$ cat config.mk
export PLATFORM = sky130hd
export DESIGN_NAME = m2s_dma_chan
export DESIGN_NICKNAME = d
export VERILOG_FILES = /design/src/rtl/dma_pkg.sv /design/src/rtl/dma_regs.sv /design/src/rtl/dma_reader.sv /design/src/rtl/dma_stream_out.sv /design/src/rtl/m2s_dma_chan.sv
export SDC_FILE = /design/constraint.sdc
export NUM_CORES = 1
export LEC_CHECK = 0
export BUFFER_PORTS_ARGS = -buffer_cell sky130_fd_sc_hd__buf_2
export CORE_AREA = 2 2 154 111
export CTS_CLUSTER_DIAMETER = 40
export DETAILED_ROUTE_END_ITERATION = 12
export DIE_AREA = 0 0 156 113
export PLACE_DENSITY = 0.79
export SYNTH_ARGS = -nofsm -noshare
export SYNTH_HDL_FRONTEND = slang
export SYNTH_SLANG_ARGS = --single-unit
$ cat constraint.sdc
create_clock -name clk -period 4.17 [get_ports clk]
set_input_delay 0.417 -clock clk [delete_from_list [all_inputs] [get_ports clk]]
set_output_delay 0.417 -clock clk [all_outputs]
set_load 0.03 [all_outputs]
$ cat src/rtl/dma_pkg.sv
package dma_pkg;
  localparam logic [1:0] REG_CTRL = 2'd0;
  localparam logic [1:0] REG_STAT = 2'd1;
  localparam logic [1:0] REG_SRC  = 2'd2;
  localparam logic [1:0] REG_LEN  = 2'd3;

  localparam int CTRL_RUN = 0;
  localparam int CTRL_DIE = 1;
  localparam int CTRL_EIE = 2;
  localparam int STAT_IDLE = 0;
  localparam int STAT_DONE = 1;
  localparam int STAT_ERR  = 2;

  typedef enum logic [1:0] {
    RD_IDLE = 2'd0,
    RD_REQ  = 2'd1,
    RD_DATA = 2'd2
  } rd_state_t;
endpackage

$ cat src/rtl/dma_regs.sv
module dma_regs
  import dma_pkg::*;
#(
  parameter int ADDR_W = 32,
  parameter int LEN_W  = 32,
  parameter int DATA_W = 32,
  localparam int BSH     = $clog2(DATA_W / 8),
  localparam int WORDS_W = LEN_W - BSH
) (
  input  logic               clk,
  input  logic               rst_n,
  input  logic               wr_en,
  input  logic [1:0]         wr_addr,
  input  logic [31:0]        wr_data,
  input  logic [1:0]         rd_addr,
  output logic [31:0]        rd_data,
  input  logic               done_pulse,
  output logic               start,
  output logic [ADDR_W-1:0]  start_addr,
  output logic [WORDS_W-1:0] start_words,
  output logic               busy,
  output logic               irq_done,
  output logic               irq_err
);
  logic              run_q, die_q, eie_q;
  logic              done_q, err_q, busy_q;
  logic [ADDR_W-1:0] src_q;
  logic [LEN_W-1:0]  len_q;
  logic              len_cmd, refuse, zero_len;
  logic              src_bad, len_bad;

  always_comb begin
    len_cmd  = wr_en && (wr_addr == REG_LEN);
    src_bad  = (src_q[BSH-1:0] != '0);
    len_bad  = (wr_data[BSH-1:0] != '0);
    refuse   = len_cmd && (!run_q || busy_q || src_bad || len_bad);
    zero_len = len_cmd && !refuse && (wr_data[LEN_W-1:BSH] == '0);
    start    = len_cmd && !refuse && !zero_len;
  end

  assign start_addr  = src_q;
  assign start_words = wr_data[LEN_W-1:BSH];
  assign busy        = busy_q;
  assign irq_done    = done_q & die_q;
  assign irq_err     = err_q & eie_q;

  always_ff @(posedge clk) begin
    if (!rst_n) begin
      run_q  <= 1'b0;
      die_q  <= 1'b0;
      eie_q  <= 1'b0;
      done_q <= 1'b0;
      err_q  <= 1'b0;
      busy_q <= 1'b0;
      src_q  <= '0;
      len_q  <= '0;
    end else begin
      if (wr_en) begin
        case (wr_addr)
          REG_CTRL: begin
            run_q <= wr_data[CTRL_RUN];
            die_q <= wr_data[CTRL_DIE];
            eie_q <= wr_data[CTRL_EIE];
          end
          REG_STAT: begin
            if (wr_data[STAT_DONE]) done_q <= 1'b0;
            if (wr_data[STAT_ERR])  err_q  <= 1'b0;
          end
          REG_SRC: src_q <= wr_data[ADDR_W-1:0];
          default: len_q <= wr_data[LEN_W-1:0];
        endcase
      end
      if (refuse)     err_q  <= 1'b1;
      if (zero_len)   done_q <= 1'b1;
      if (start)      busy_q <= 1'b1;
      if (done_pulse) begin
        busy_q <= 1'b0;
        done_q <= 1'b1;
      end
    end
  end

  always_comb begin
    rd_data = '0;
    case (rd_addr)
      REG_CTRL: begin
        rd_data[CTRL_RUN] = run_q;
        rd_data[CTRL_DIE] = die_q;
        rd_data[CTRL_EIE] = eie_q;
      end
      REG_STAT: begin
        rd_data[STAT_IDLE] = ~busy_q;
        rd_data[STAT_DONE] = done_q;
        rd_data[STAT_ERR]  = err_q;
      end
      REG_SRC: rd_data = 32'(src_q);
      default: rd_data = 32'(len_q);
    endcase
  end
endmodule

$ cat src/rtl/dma_reader.sv
module dma_reader
  import dma_pkg::*;
#(
  parameter int ADDR_W    = 32,
  parameter int DATA_W    = 32,
  parameter int WORDS_W   = 30,
  parameter int MAX_BURST = 16,
  localparam int BSH     = $clog2(DATA_W / 8),
  localparam int BURST_W = $clog2(MAX_BURST + 1)
) (
  input  logic               clk,
  input  logic               rst_n,
  input  logic               start,
  input  logic [ADDR_W-1:0]  start_addr,
  input  logic [WORDS_W-1:0] start_words,
  output logic               req_valid,
  input  logic               req_ready,
  output logic [ADDR_W-1:0]  req_addr,
  output logic [BURST_W-1:0] req_beats,
  input  logic               rsp_valid,
  output logic               rsp_ready,
  input  logic [DATA_W-1:0]  rsp_data,
  output logic               beat_valid,
  input  logic               beat_ready,
  output logic [DATA_W-1:0]  beat_data,
  output logic               beat_last
);
  rd_state_t          state_q;
  logic [ADDR_W-1:0]  addr_q;
  logic [WORDS_W-1:0] left_q;
  logic [BURST_W-1:0] cnt_q;
  logic [BURST_W-1:0] burst_len;
  logic               req_hs, rsp_hs;

  always_comb begin
    if (left_q > WORDS_W'(MAX_BURST)) burst_len = BURST_W'(MAX_BURST);
    else                              burst_len = BURST_W'(left_q);
  end

  assign req_valid  = (state_q == RD_REQ);
  assign req_addr   = addr_q;
  assign req_beats  = burst_len;
  assign rsp_ready  = (state_q == RD_DATA) && beat_ready;
  assign beat_valid = (state_q == RD_DATA) && rsp_valid;
  assign beat_data  = rsp_data;
  assign beat_last  = (left_q == WORDS_W'(1));
  assign req_hs     = req_valid && req_ready;
  assign rsp_hs     = rsp_valid && rsp_ready;

  always_ff @(posedge clk) begin
    if (!rst_n) begin
      state_q <= RD_IDLE;
      addr_q  <= '0;
      left_q  <= '0;
      cnt_q   <= '0;
    end else begin
      case (state_q)
        RD_IDLE: if (start) begin
          addr_q  <= start_addr;
          left_q  <= start_words;
          state_q <= RD_REQ;
        end
        RD_REQ: if (req_hs) begin
          cnt_q   <= burst_len;
          addr_q  <= addr_q + (ADDR_W'(burst_len) << BSH);
          state_q <= RD_DATA;
        end
        RD_DATA: if (rsp_hs) begin
          left_q <= left_q - WORDS_W'(1);
          cnt_q  <= cnt_q - BURST_W'(1);
          if (cnt_q == BURST_W'(1))
            state_q <= (left_q == WORDS_W'(1)) ? RD_IDLE : RD_REQ;
        end
        default: state_q <= RD_IDLE;
      endcase
    end
  end
endmodule

$ cat src/rtl/dma_stream_out.sv
module dma_stream_out #(
  parameter int DATA_W = 32
) (
  input  logic              clk,
  input  logic              rst_n,
  input  logic              in_valid,
  output logic              in_ready,
  input  logic [DATA_W-1:0] in_data,
  input  logic              in_last,
  output logic              out_valid,
  input  logic              out_ready,
  output logic [DATA_W-1:0] out_data,
  output logic              out_last,
  output logic              done_pulse
);
  logic              v_q;
  logic [DATA_W-1:0] d_q;
  logic              l_q;

  assign in_ready   = !v_q || out_ready;
  assign out_valid  = v_q;
  assign out_data   = d_q;
  assign out_last   = l_q;
  assign done_pulse = v_q && out_ready && l_q;

  always_ff @(posedge clk) begin
    if (!rst_n) begin
      v_q <= 1'b0;
      d_q <= '0;
      l_q <= 1'b0;
    end else if (in_valid && in_ready) begin
      v_q <= 1'b1;
      d_q <= in_data;
      l_q <= in_last;
    end else if (out_ready) begin
      v_q <= 1'b0;
    end
  end
endmodule

$ cat src/rtl/m2s_dma_chan.sv
module m2s_dma_chan #(
  parameter int ADDR_W    = 32,
  parameter int DATA_W    = 32,
  parameter int LEN_W     = 32,
  parameter int MAX_BURST = 16,
  localparam int BSH     = $clog2(DATA_W / 8),
  localparam int WORDS_W = LEN_W - BSH,
  localparam int BURST_W = $clog2(MAX_BURST + 1)
) (
  input  logic               clk,
  input  logic               rst_n,
  input  logic               reg_wr_en,
  input  logic [1:0]         reg_wr_addr,
  input  logic [31:0]        reg_wr_data,
  input  logic [1:0]         reg_rd_addr,
  output logic [31:0]        reg_rd_data,
  output logic               rd_req_valid,
  input  logic               rd_req_ready,
  output logic [ADDR_W-1:0]  rd_req_addr,
  output logic [BURST_W-1:0] rd_req_beats,
  input  logic               rd_rsp_valid,
  output logic               rd_rsp_ready,
  input  logic [DATA_W-1:0]  rd_rsp_data,
  output logic               m_valid,
  input  logic               m_ready,
  output logic [DATA_W-1:0]  m_data,
  output logic               m_last,
  output logic               irq_done,
  output logic               irq_err
);
  logic               start_w, busy_w, done_w;
  logic [ADDR_W-1:0]  saddr_w;
  logic [WORDS_W-1:0] swords_w;
  logic               bv_w, br_w, bl_w;
  logic [DATA_W-1:0]  bd_w;

  dma_regs #(.ADDR_W(ADDR_W), .LEN_W(LEN_W), .DATA_W(DATA_W)) regs_i (
    .clk(clk), .rst_n(rst_n),
    .wr_en(reg_wr_en), .wr_addr(reg_wr_addr), .wr_data(reg_wr_data),
    .rd_addr(reg_rd_addr), .rd_data(reg_rd_data),
    .done_pulse(done_w), .start(start_w),
    .start_addr(saddr_w), .start_words(swords_w),
    .busy(busy_w), .irq_done(irq_done), .irq_err(irq_err)
  );

  dma_reader #(.ADDR_W(ADDR_W), .DATA_W(DATA_W), .WORDS_W(WORDS_W),
               .MAX_BURST(MAX_BURST)) rd_i (
    .clk(clk), .rst_n(rst_n),
    .start(start_w), .start_addr(saddr_w), .start_words(swords_w),
    .req_valid(rd_req_valid), .req_ready(rd_req_ready),
    .req_addr(rd_req_addr), .req_beats(rd_req_beats),
    .rsp_valid(rd_rsp_valid), .rsp_ready(rd_rsp_ready), .rsp_data(rd_rsp_data),
    .beat_valid(bv_w), .beat_ready(br_w), .beat_data(bd_w), .beat_last(bl_w)
  );

  dma_stream_out #(.DATA_W(DATA_W)) so_i (
    .clk(clk), .rst_n(rst_n),
    .in_valid(bv_w), .in_ready(br_w), .in_data(bd_w), .in_last(bl_w),
    .out_valid(m_valid), .out_ready(m_ready), .out_data(m_data),
    .out_last(m_last), .done_pulse(done_w)
  );
endmodule

Yosys cells after proc, flatten, opt, wreduce, memory -nomap -nowiden
Cells that the tools add are included.
Widths: inputs -> output; s select.
- register bits after elaboration: 173
- bits in latches: 0
- RAM bits: 0
- bits in read-only memories: 0
- bits of input ports: 74
- output and inout port bits: 107
- word-level logic and storage cells: 114
- memories: 0
- $add $sub $neg: 3
- multiply operators: 0
- div/mod/pow operators: 0
- magnitude comparators: 1
- eq/ne operators: 13
- shifts and indexed selects: 0
- mux-type cells: 29
- bitwise operators: 5
- reductions and logical operators: 48
- operators with widths (cell ; number):
    $mux 32 ; 2
    $pmux 32 s2 ; 1
    $mux 30 ; 2
    $pmux 30 s2 ; 1
    $pmux 29 s2 ; 1
    $add 32x7->32 ; 1
    $eq 30x1->1 const B ; 1
    $gt 30x5->1 const B ; 1
    $logic_not 30->1 ; 1
    $sub 30x1->30 const B ; 1
    $reduce_bool 2->1 ; 9
    $mux 5 ; 3
    $reduce_and 3->1 ; 5
    $logic_and 1x1->1 ; 12
    $mux 1 ; 12
    $pmux 5 s2 ; 1
    $pmux 3 s3 ; 1
    $reduce_bool 3->1 ; 3
    $eq 2x2->1 const B ; 4
    $mux 2 ; 4
    $eq 2x1->1 const B ; 3
    $logic_not 2->1 ; 3
    $pmux 2 s3 ; 1
    $reduce_and 2->1 ; 3
    other kinds (11) ; 23

Longest topological paths before layout
Gate-level depths: netlist of the first run.
- depth after elaboration: 12
- gate-level depth with buffers: 14
- gate-level depth less buffers: 14

Cells and area by module
Synthesis of the first run repeated with hierarchy kept, for this count alone.
- cells, all modules: 1201
- area, all modules: 9469.1 um2
- by module, submodules not included (module ; times used ; cells each ; area each (um2) ; sequential area each (um2)):
    dma_reader ; 1 ; 631 ; 4730.8 ; 1381.3
    dma_regs ; 1 ; 421 ; 3337.0 ; 1401.3
    dma_stream_out ; 1 ; 149 ; 1401.3 ; 680.7

Worst setup path before layout of the first run
Ideal clock, no wire load.
- path type: reg-to-reg
- start point: reg rd_i.left_q[16]
- end point: reg rd_i.addr_q[24] (netlist: rd_i.req_addr[24])
- library setup time: 0.122 ns
- arrival: 3.819 ns
- required time: 4.048 ns
- setup slack: 0.229 ns
- stages on the path, launching flop included: 14
- buffers on the path: 1
- clock period less this slack: 3.941 ns
- cells stage by stage: dfxtp_1 -> or4_4 -> or4_4 -> buf_6 -> nor4_4 -> and2_1 -> ha_1 -> fa_1 -> a21oi_1 -> o2bb2ai_1 -> nand3_1 -> o21ai_0 -> o21ai_0 -> a221o_1
- cells in the longest elaborated chain, start to end: 5
- ends and longest elaborated chain (what ; line ; text):
    start, declared ; dma_reader.sv:30 ; logic [WORDS_W-1:0] left_q;
    start signal, assigned ; dma_reader.sv:60 ; left_q <= start_words;
    start signal, assigned ; dma_reader.sv:69 ; left_q <= left_q - WORDS_W'(1);
    $gt 30x5->1 ; dma_reader.sv:36 ; if (left_q > WORDS_W'(MAX_BURST)) burst_len = BURST_W'(MAX_BURST);
    $mux 5 ; dma_reader.sv:36 ;
    via rd_req_beats[0] ; m2s_dma_chan.sv:20 ; output logic [BURST_W-1:0] rd_req_beats,
    $add 32x7->32 ; dma_reader.sv:65 ; addr_q <= addr_q + (ADDR_W'(burst_len) << BSH);
    $mux 32 ; dma_reader.sv:63 ; RD_REQ: if (req_hs) begin
    $pmux 32 s2 ; dma_reader.sv:57 ; case (state_q)
    end signal, assigned ; dma_reader.sv:59 ; addr_q <= start_addr;
    end signal, assigned ; dma_reader.sv:65 ;
    end, declared ; dma_reader.sv:29 ; logic [ADDR_W-1:0] addr_q;
The timed path passes the listed nets, and every way through them passes these cells. The select of a mux whose other input is x is not followed.
A chain may end at the register's enable or synchronous reset.

Worst setup path in the final report of the first run
- start point: reg rd_i.left_q[16]
- end point: reg rd_i.addr_q[28] (netlist: rd_i.req_addr[28])
- cells in the longest elaborated chain, start to end: 5
- ends and longest elaborated chain (what ; line):
    $gt 30x5->1 ; dma_reader.sv:36
    $mux 5 ; dma_reader.sv:36
    $add 32x7->32 ; dma_reader.sv:65
    $mux 32 ; dma_reader.sv:63
    $pmux 32 s2 ; dma_reader.sv:57
Every way passes these cells. The select of a mux whose other input is x is not followed.

==> metrics, run 1 <==
crit path kind register to register; synth unique cells 74; # diodes 0; initial antenna violation count 0; status finished, final reports clean; DR iter-0 viols a little over 1k; average size of a mapped cell between 7 and 8 um2; async set-reset flop share out of synthesis 0; Worst slew margin 0.280; vias in the first global route between 7k and 8k; post-synthesis sequential area ratio 0.396; WP data arrival 4260 ps; ratio of cells with drive above 1 in the final layout 0.208; pwr dens about 500 nW/um2; Tmin final 3940 ps; worst-path maximum fanout 9; Worst-path clk slew 70 ps; DR pass1 iterations 6; Synth Warn # 0; NumNets Final ~1.4k; CTS tree yes; vias per cell ~6.0; Via Count about 9.0k; Pleak 4.29 nW; clk root buf clkbuf_16; Ports about 180; Die Y ~110 um; CTS Sinks around 170; CP max stage cell or4_4; largest net degree at the start of global routing 67; Final Cycle Share 0.945; Die Area 17600 um2; detailed-route wire length about 27000 um; VDD IR max approximately 0.32 mV; WL/cell 17.9 um; maxcap violations 0; Reg area around 3500 um2; Worst Setup EP rd_i.req_addr[28]; Final Max Slew Viols 0; Synth Register Bits 173; crit-path cells or4_4, or4_4, nor4_4, and2_1, ha_1, fa_1, a21oi_1, o2bb2ai_4, nand3_2, o21ai_0, o21ai_0, a221o_1; Syn Nets approximately 1.2k; DP Wirelength 18800 um; clock tree buffer depth 2; # setup viols final 0; FP Rows 39; crit-path max cell delay between 600 and 700 ps; hold crit path type primary input to register; instance count on the critical path 12; IO buf count 180; RR Startpoint rd_i.left_q[16]; Crit. End Element register; largest delay contributor family on the critical path simple AND/OR/NAND/NOR gates; GR Overflow Total 0; Overall Global Routing Usage 0.304; CTS buffer count 17; layout overhead on the synthesized area 19.1%; first-pass GRT wire length around 43000 um; synthesized instance count 1135; r2r endpoint rd_i.req_addr[28]; Reg2Reg Setup Slack about 230 ps; CTS H-tree lvls 4; pre-CTS WS ~44 ps; Worst Setup SP rd_i.left_q[16]; area occupied by multi-input gates between 4000 and 5000 um2; global placement routability congestion between 0.9 and 1; routing usage on met2 0.463; setup total negative slack 0 ps; antenna-violating nets left 0; Buf/Inv on CP 0; number of fill cells roughly 1.4k; Worst Reg-to-Reg Cells 12; global routing's busiest layer met2; final hold vios 0; prevailing post-synth register cell dfxtp_1; WP data required about 4500 ps; Worst Max-Slew Pin Slew 1080 ps; EDFF count, synth 0; RSZ-0062 raised after global routing false; DRC Markers 0; cell area after synthesis between 8000 and 9000 um2; Starting Density 0.545; DIE WIDTH around 160 um; met1 usage 0.427; startpoint types register; setup ws final 231 ps; Skew-Pair Late Insertion Delay 440 ps; core area 16100 um2; met3 Use GR 0.0793; skew final ~11 ps; maximum operating frequency between 200 and 300 MHz
how the worst min path moves through the flow:
stage	from	endpoint	slack [ps]	cells after the start
after detailed placement	so_i.out_data[15]	so_i.out_data[15]	440	2
after global routing	rd_rsp_data[28]	so_i.out_data[28]	210	3
after CTS	rd_rsp_data[22]	so_i.out_data[22]	200	3
after floorplan	regs_i.len_q[0]	regs_i.len_q[0]	430	2
final	rd_rsp_data[22]	so_i.out_data[22]	210	3
after global placement	so_i.out_data[2]	so_i.out_data[2]	440	2
routing by layer:
metal	up-vias	share of wire
met5	-	0
met4	0	0.016
met3	36	0.11
met2	459	0.43
met1	4199	0.44
li1	4313	-
final cells by class:
class	count	share of cell area
multi-input combinational	863	0.473
tap	205	0.0246
clock inverter	14	0.0159
timing repair buffer	205	0.106
clock buffer	18	0.0412
inverter	18	0.00673
sequential	173	0.332
logic make-up (layout without fill, tap and decap cells):
logic type / Yosys count / count (layout) / share of synthesized area
flip-flops: 173 / 173 / 0.396
AO/OA/AOI/OAI: 308 / 308 / 0.220
XOR/XNOR: 3 / 3 / 0.00301
multiplexers: 44 / 44 / 0.0552
AND/OR/NAND/NOR: 494 / 494 / 0.261
buffers and inverters: 99 / 255 / 0.0444
adder cells (fa/ha/maj): 14 / 14 / 0.0209
cells in the mapped netlist (7+ instances only):
cell      instances  area [um2]
nand2_1         273        1020
dfxtp_1         173        3460
a21oi_1         157         786
clkbuf_1         63         236
nor2_1           50         188
o21ai_0          38         190
mux2i_1          37         370
nand3_1          34         170
nor2b_1          31         194
inv_1            18        67.6
nor3_1           15        75.1
nor4_1           15        93.8
ha_1             13         163
nand4_1          13        81.3
buf_1            12        45.0
and3_1           11        68.8
a31oi_1          10        62.6
and2_1            9        56.3
o211ai_1          9        67.6
or3_1             9        56.3
nand2b_1          8        50.1
o32ai_1           8        70.1
a41oi_1           7        61.3
o31ai_1           7        52.6
power by group:
part | internal, W | switching, W | total (W)
Combinational | 0.000594 | 0.00117 | 0.00176
Clock | 0.000943 | 0.000688 | 0.00163
Sequential | 0.00174 | 0.0000840 | 0.00183
placed cells by master, fill, tap and decap left out, types with 7 or more instances in the layout:
cell / n
nand4_1: 13
o211ai_1: 9
nand3_1: 33
nor3_1: 14
a41oi_1: 7
clkbuf_16: 17
nor2_1: 50
buf_4: 24
nor4_1: 14
o32ai_1: 8
a31oi_1: 10
nor2b_1: 31
and2_1: 9
o31ai_1: 7
ha_1: 12
dfxtp_1: 173
nand2b_1: 8
o21ai_0: 38
or3_1: 9
buf_2: 180
inv_1: 17
nand2_1: 273
a21oi_1: 157
mux2i_1: 37
and3_1: 11
worst min-delay path, cell delays in order:
cell     delay [ps]
buf_2            90
nand2_1          40
a21oi_1          50
metrics by stage:
| step | hold WS [ps] | cells | utilization | instance area, um2 | power [W] |
|---|---|---|---|---|---|
| 4_1_cts | 201 | 1496 | 0.648 | 10400 | 0.00520 |
| 3_3_place_gp | 438 | 1464 | 0.610 | 9800 | 0.00353 |
| 5_1_grt | 207 | 1496 | 0.649 | 10400 | 0.00548 |
| 6_report | 213 | 1496 | 0.649 | 10400 | 0.00522 |
| 3_5_place_dp | 443 | 1464 | 0.610 | 9800 | 0.00358 |
| 2_1_floorplan | 433 | 1135 | - | 8740 | 0.00313 |
sequential cells by signal, summed over array words and instances (netlist names), 2 cells and up:
register	cells
so_i.out_data	32
rd_i.state_q	2
regs_i.len_q	32
rd_i.cnt_q	5
rd_i.left_q	30
regs_i.start_addr	32
rd_i.req_addr	32
what timing repair did:
item / in CTS / in global routing
resized for setup: 1 / 2
setup buffers: 0 / 0
hold buffers: 0 / 0
endpoints found under the setup margin: 1 / 4
No activity file was read; power rests on OpenSTA's default activity.
==> run 2, diff against run 1 <==
--- a/config.mk
+++ b/config.mk
@@ -6,11 +6,12 @@
 export NUM_CORES = 1
 export LEC_CHECK = 0
 export BUFFER_PORTS_ARGS = -buffer_cell sky130_fd_sc_hd__buf_2
-export CORE_AREA = 2 2 154 111
+export CORE_AREA = 2 2 134 136
 export CTS_CLUSTER_DIAMETER = 40
 export DETAILED_ROUTE_END_ITERATION = 12
-export DIE_AREA = 0 0 156 113
+export DIE_AREA = 0 0 136 138
 export PLACE_DENSITY = 0.79
 export SYNTH_ARGS = -nofsm -noshare
 export SYNTH_HDL_FRONTEND = slang
+export SYNTH_HIERARCHICAL = 1
 export SYNTH_SLANG_ARGS = --single-unit
==> run 2 against run 1 <==
  * Non-clock buffer count is 9 lower
  * Maximum frequency is 2.7% higher
  * Core utilization is 4.9 points lower
  * Highest routed layer unchanged
  * Largest cell class unchanged
  * Synthesized area is 8.3% higher
  * Via count is 2.4% higher
  * Clock skew is 1.1 ps lower
  * Worst setup slack better by 100 ps
==> metrics, run 2 <==
skew final 10.3 ps; hold crit path type primary input to register; ratio of cells with drive above 1 in the final layout 0.192; EDFF count, synth 0; synth top area cells dfxtp_1 (37%), nand2_1 (11%), mux2i_1 (7.4%); status finished, final reports clean; RR Startpoint rd_i/left_q[22]; post-synthesis sequential area ratio 0.366; NumNets Final between 1k and 1.5k; WP data required 4440 ps; crit-path max cell delay about 600 ps; DP Wirelength 19300 um; FP Rows slightly below 50; global placement routability congestion around 0.91; core area 17500 um2; layout overhead on the synthesized area 11.1%; WP data arrival around 4100 ps; async set-reset flop share out of synthesis 0; synth unique cells about 80; CTS tree yes; Starting Density 0.540; Worst Max-Slew Pin Slew roughly 1200 ps; CP max stage cell or4_1; final hold vios 0; startpoint types register; Final Max Slew Viols 0; Final Cycle Share 0.919; CTS Sinks between 150 and 200; first-pass GRT wire length approximately 43000 um; Via Count 9221; Worst-path clk slew roughly 70 ps; Crit. End Element register; CTS H-tree lvls 4; clock tree buffer depth 2; Die Area around 19000 um2; vias in the first global route between 8k and 9k; cell area after synthesis roughly 9500 um2; Post-CTS Hold Buffers 0; VDD IR max 0.300 mV; most frequent cell after synthesis nand2_1; Worst Setup SP rd_i/left_q[22]; GR Overflow Total 0; DIE WIDTH ~140 um; prevailing post-synth register cell dfxtp_1; clk root buf clkbuf_16; pwr dens approximately 340 nW/um2; most frequent cells in the layout nand2_1 (270), buf_2 (179), dfxtp_1 (173); Tmin final 3830 ps; Yosys top cell area share 0.366; Overall Global Routing Usage 0.286; vias per cell around 6; crit-path cells or3_1, nor4_1, and4bb_1, and3_1, ha_1, fa_1, a21oi_1, o21a_1, or4_1, o21ai_0, a211oi_1; setup total negative slack 0 ps; Pleak 4.23 nW; maxcap violations 0; # setup viols final 0; CTS buffer count 17; synthesized instance count ~1.2k; commonest non-fill, non-tap cell in the layout nand2_1; DR iter-0 viols 1084; Worst slew margin 0.207; Finished Core Util 0.600; top cell type by total area after synthesis dfxtp_1; worst-path maximum fanout 12; maximum operating frequency between 200 and 300 MHz; largest net degree at the start of global routing roughly 110; Die Y ~140 um; Hold Path Depth 3; RSZ-0062 raised after global routing false; initial antenna violation count 1; average size of a mapped cell 7.88 um2; DRC Markers 0; antenna-violating nets left 0; IO buf count 180; Syn Nets approximately 1.3k; Skew-Pair Late Insertion Delay approximately 430 ps; Synth Register Bits 173; Hold Path Origin rd_rsp_data[30]; Worst Reg-to-Reg Cells 11; WL/cell roughly 18 um; Commonest cells post-synth nand2_1 (270), dfxtp_1 (173), a21oi_1 (107), mux2i_1 (70), buf_4 (65); crit path kind register to register; DR pass1 iterations 9; Ports between 150 and 200; detailed-route wire length approximately 28000 um; Synth Warn # 6
run 2: cell types whose count changed in the layout (fill, tap and decap cells not counted), moves of 6 or more:
cell / before / now
a21oi_1: 157 / 106
mux2i_1: 37 / 70
a311oi_1: 0 / 18
a31oi_1: 10 / 21
buf_4: 24 / 17
a41oi_1: 7 / 1
nand3_1: 33 / 27
o21ai_0: 38 / 44
o32ai_1: 8 / 2
run 2: kinds of logic after synthesis:
logic type	after synthesis	synth area share
buffers and inverters	165	0.0986
AND/OR/NAND/NOR	501	0.251
multiplexers	74	0.0823
AO/OA/AOI/OAI	274	0.185
flip-flops	173	0.366
XOR/XNOR	4	0.00370
adder cells (fa/ha/maj)	10	0.0140
run 2: routing by layer:
layer,GRT usage,part of all wire,wire length (um)
met1,0.396,0.42,11600
met2,0.441,0.45,12500
met3,0.0697,0.11,3130
met4,0.0861,0.020,568
met5,0,0,0
run 2: worst max-delay path: cells and delay by family (launching register included):
| kind | cells | cell delay (ps) |
|---|---|---|
| and+or+nand+nor | 5 | 2230 |
| AOI/OAI and AO/OA | 4 | 680 |
| adders and majority gates | 2 | 400 |
| DFF | 1 | 360 |
run 2: path summary, 6_finish.rpt:
path / to / slack [ps]
worst max-delay path: rd_i/req_addr[16] / 340
worst min-delay path: so_i/out_data[30] / 230
worst max register to register: rd_i/req_addr[16] / 340
worst min register to register: regs_i/len_q[15] / 460
run 2: final cells by class:
| cell class | instances | area, um2 |
|---|---|---|
| Multi-Input combinational cell | 863 | 5090 |
| Clock inverter | 10 | 130 |
| Fill cell | 1592 | 7010 |
| Sequential cell | 173 | 3460 |
| Antenna cell | 1 | 2.50 |
| Inverter | 21 | 78.8 |
| Timing Repair Buffer | 196 | 1020 |
| Clock buffer | 20 | 447 |
| Tap cell | 229 | 287 |
run 2: what timing repair did:
item                                    4_1_cts  5_1_grt
endpoints found under the setup margin        0        3
setup buffers                                 0        0
resized for setup                             0        2
run 2: through the flow:
stage / setup slack (ps) / cell area [um2] / hold WS, ps / total power [W] / instances
CTS: 379 / 10500 / 223 / 0.00356 / 1512
floorplan: 571 / 9470 / 433 / 0.00192 / 1201
detailed placement: 389 / 9930 / 445 / 0.00198 / 1482
global route: 60.4 / 10500 / 237 / 0.00365 / 1512
finish: 336 / 10500 / 233 / 0.00355 / 1513
global placement: 532 / 9930 / 439 / 0.00198 / 1482
run 2: power breakdown:
group	total, W	switching, W	internal, W
clock network	0.00160	0.000694	0.000905
registers	0.00170	0.0000219	0.00167
logic	0.000257	0.000169	0.0000886
total	0.00355	0.000885	0.00267
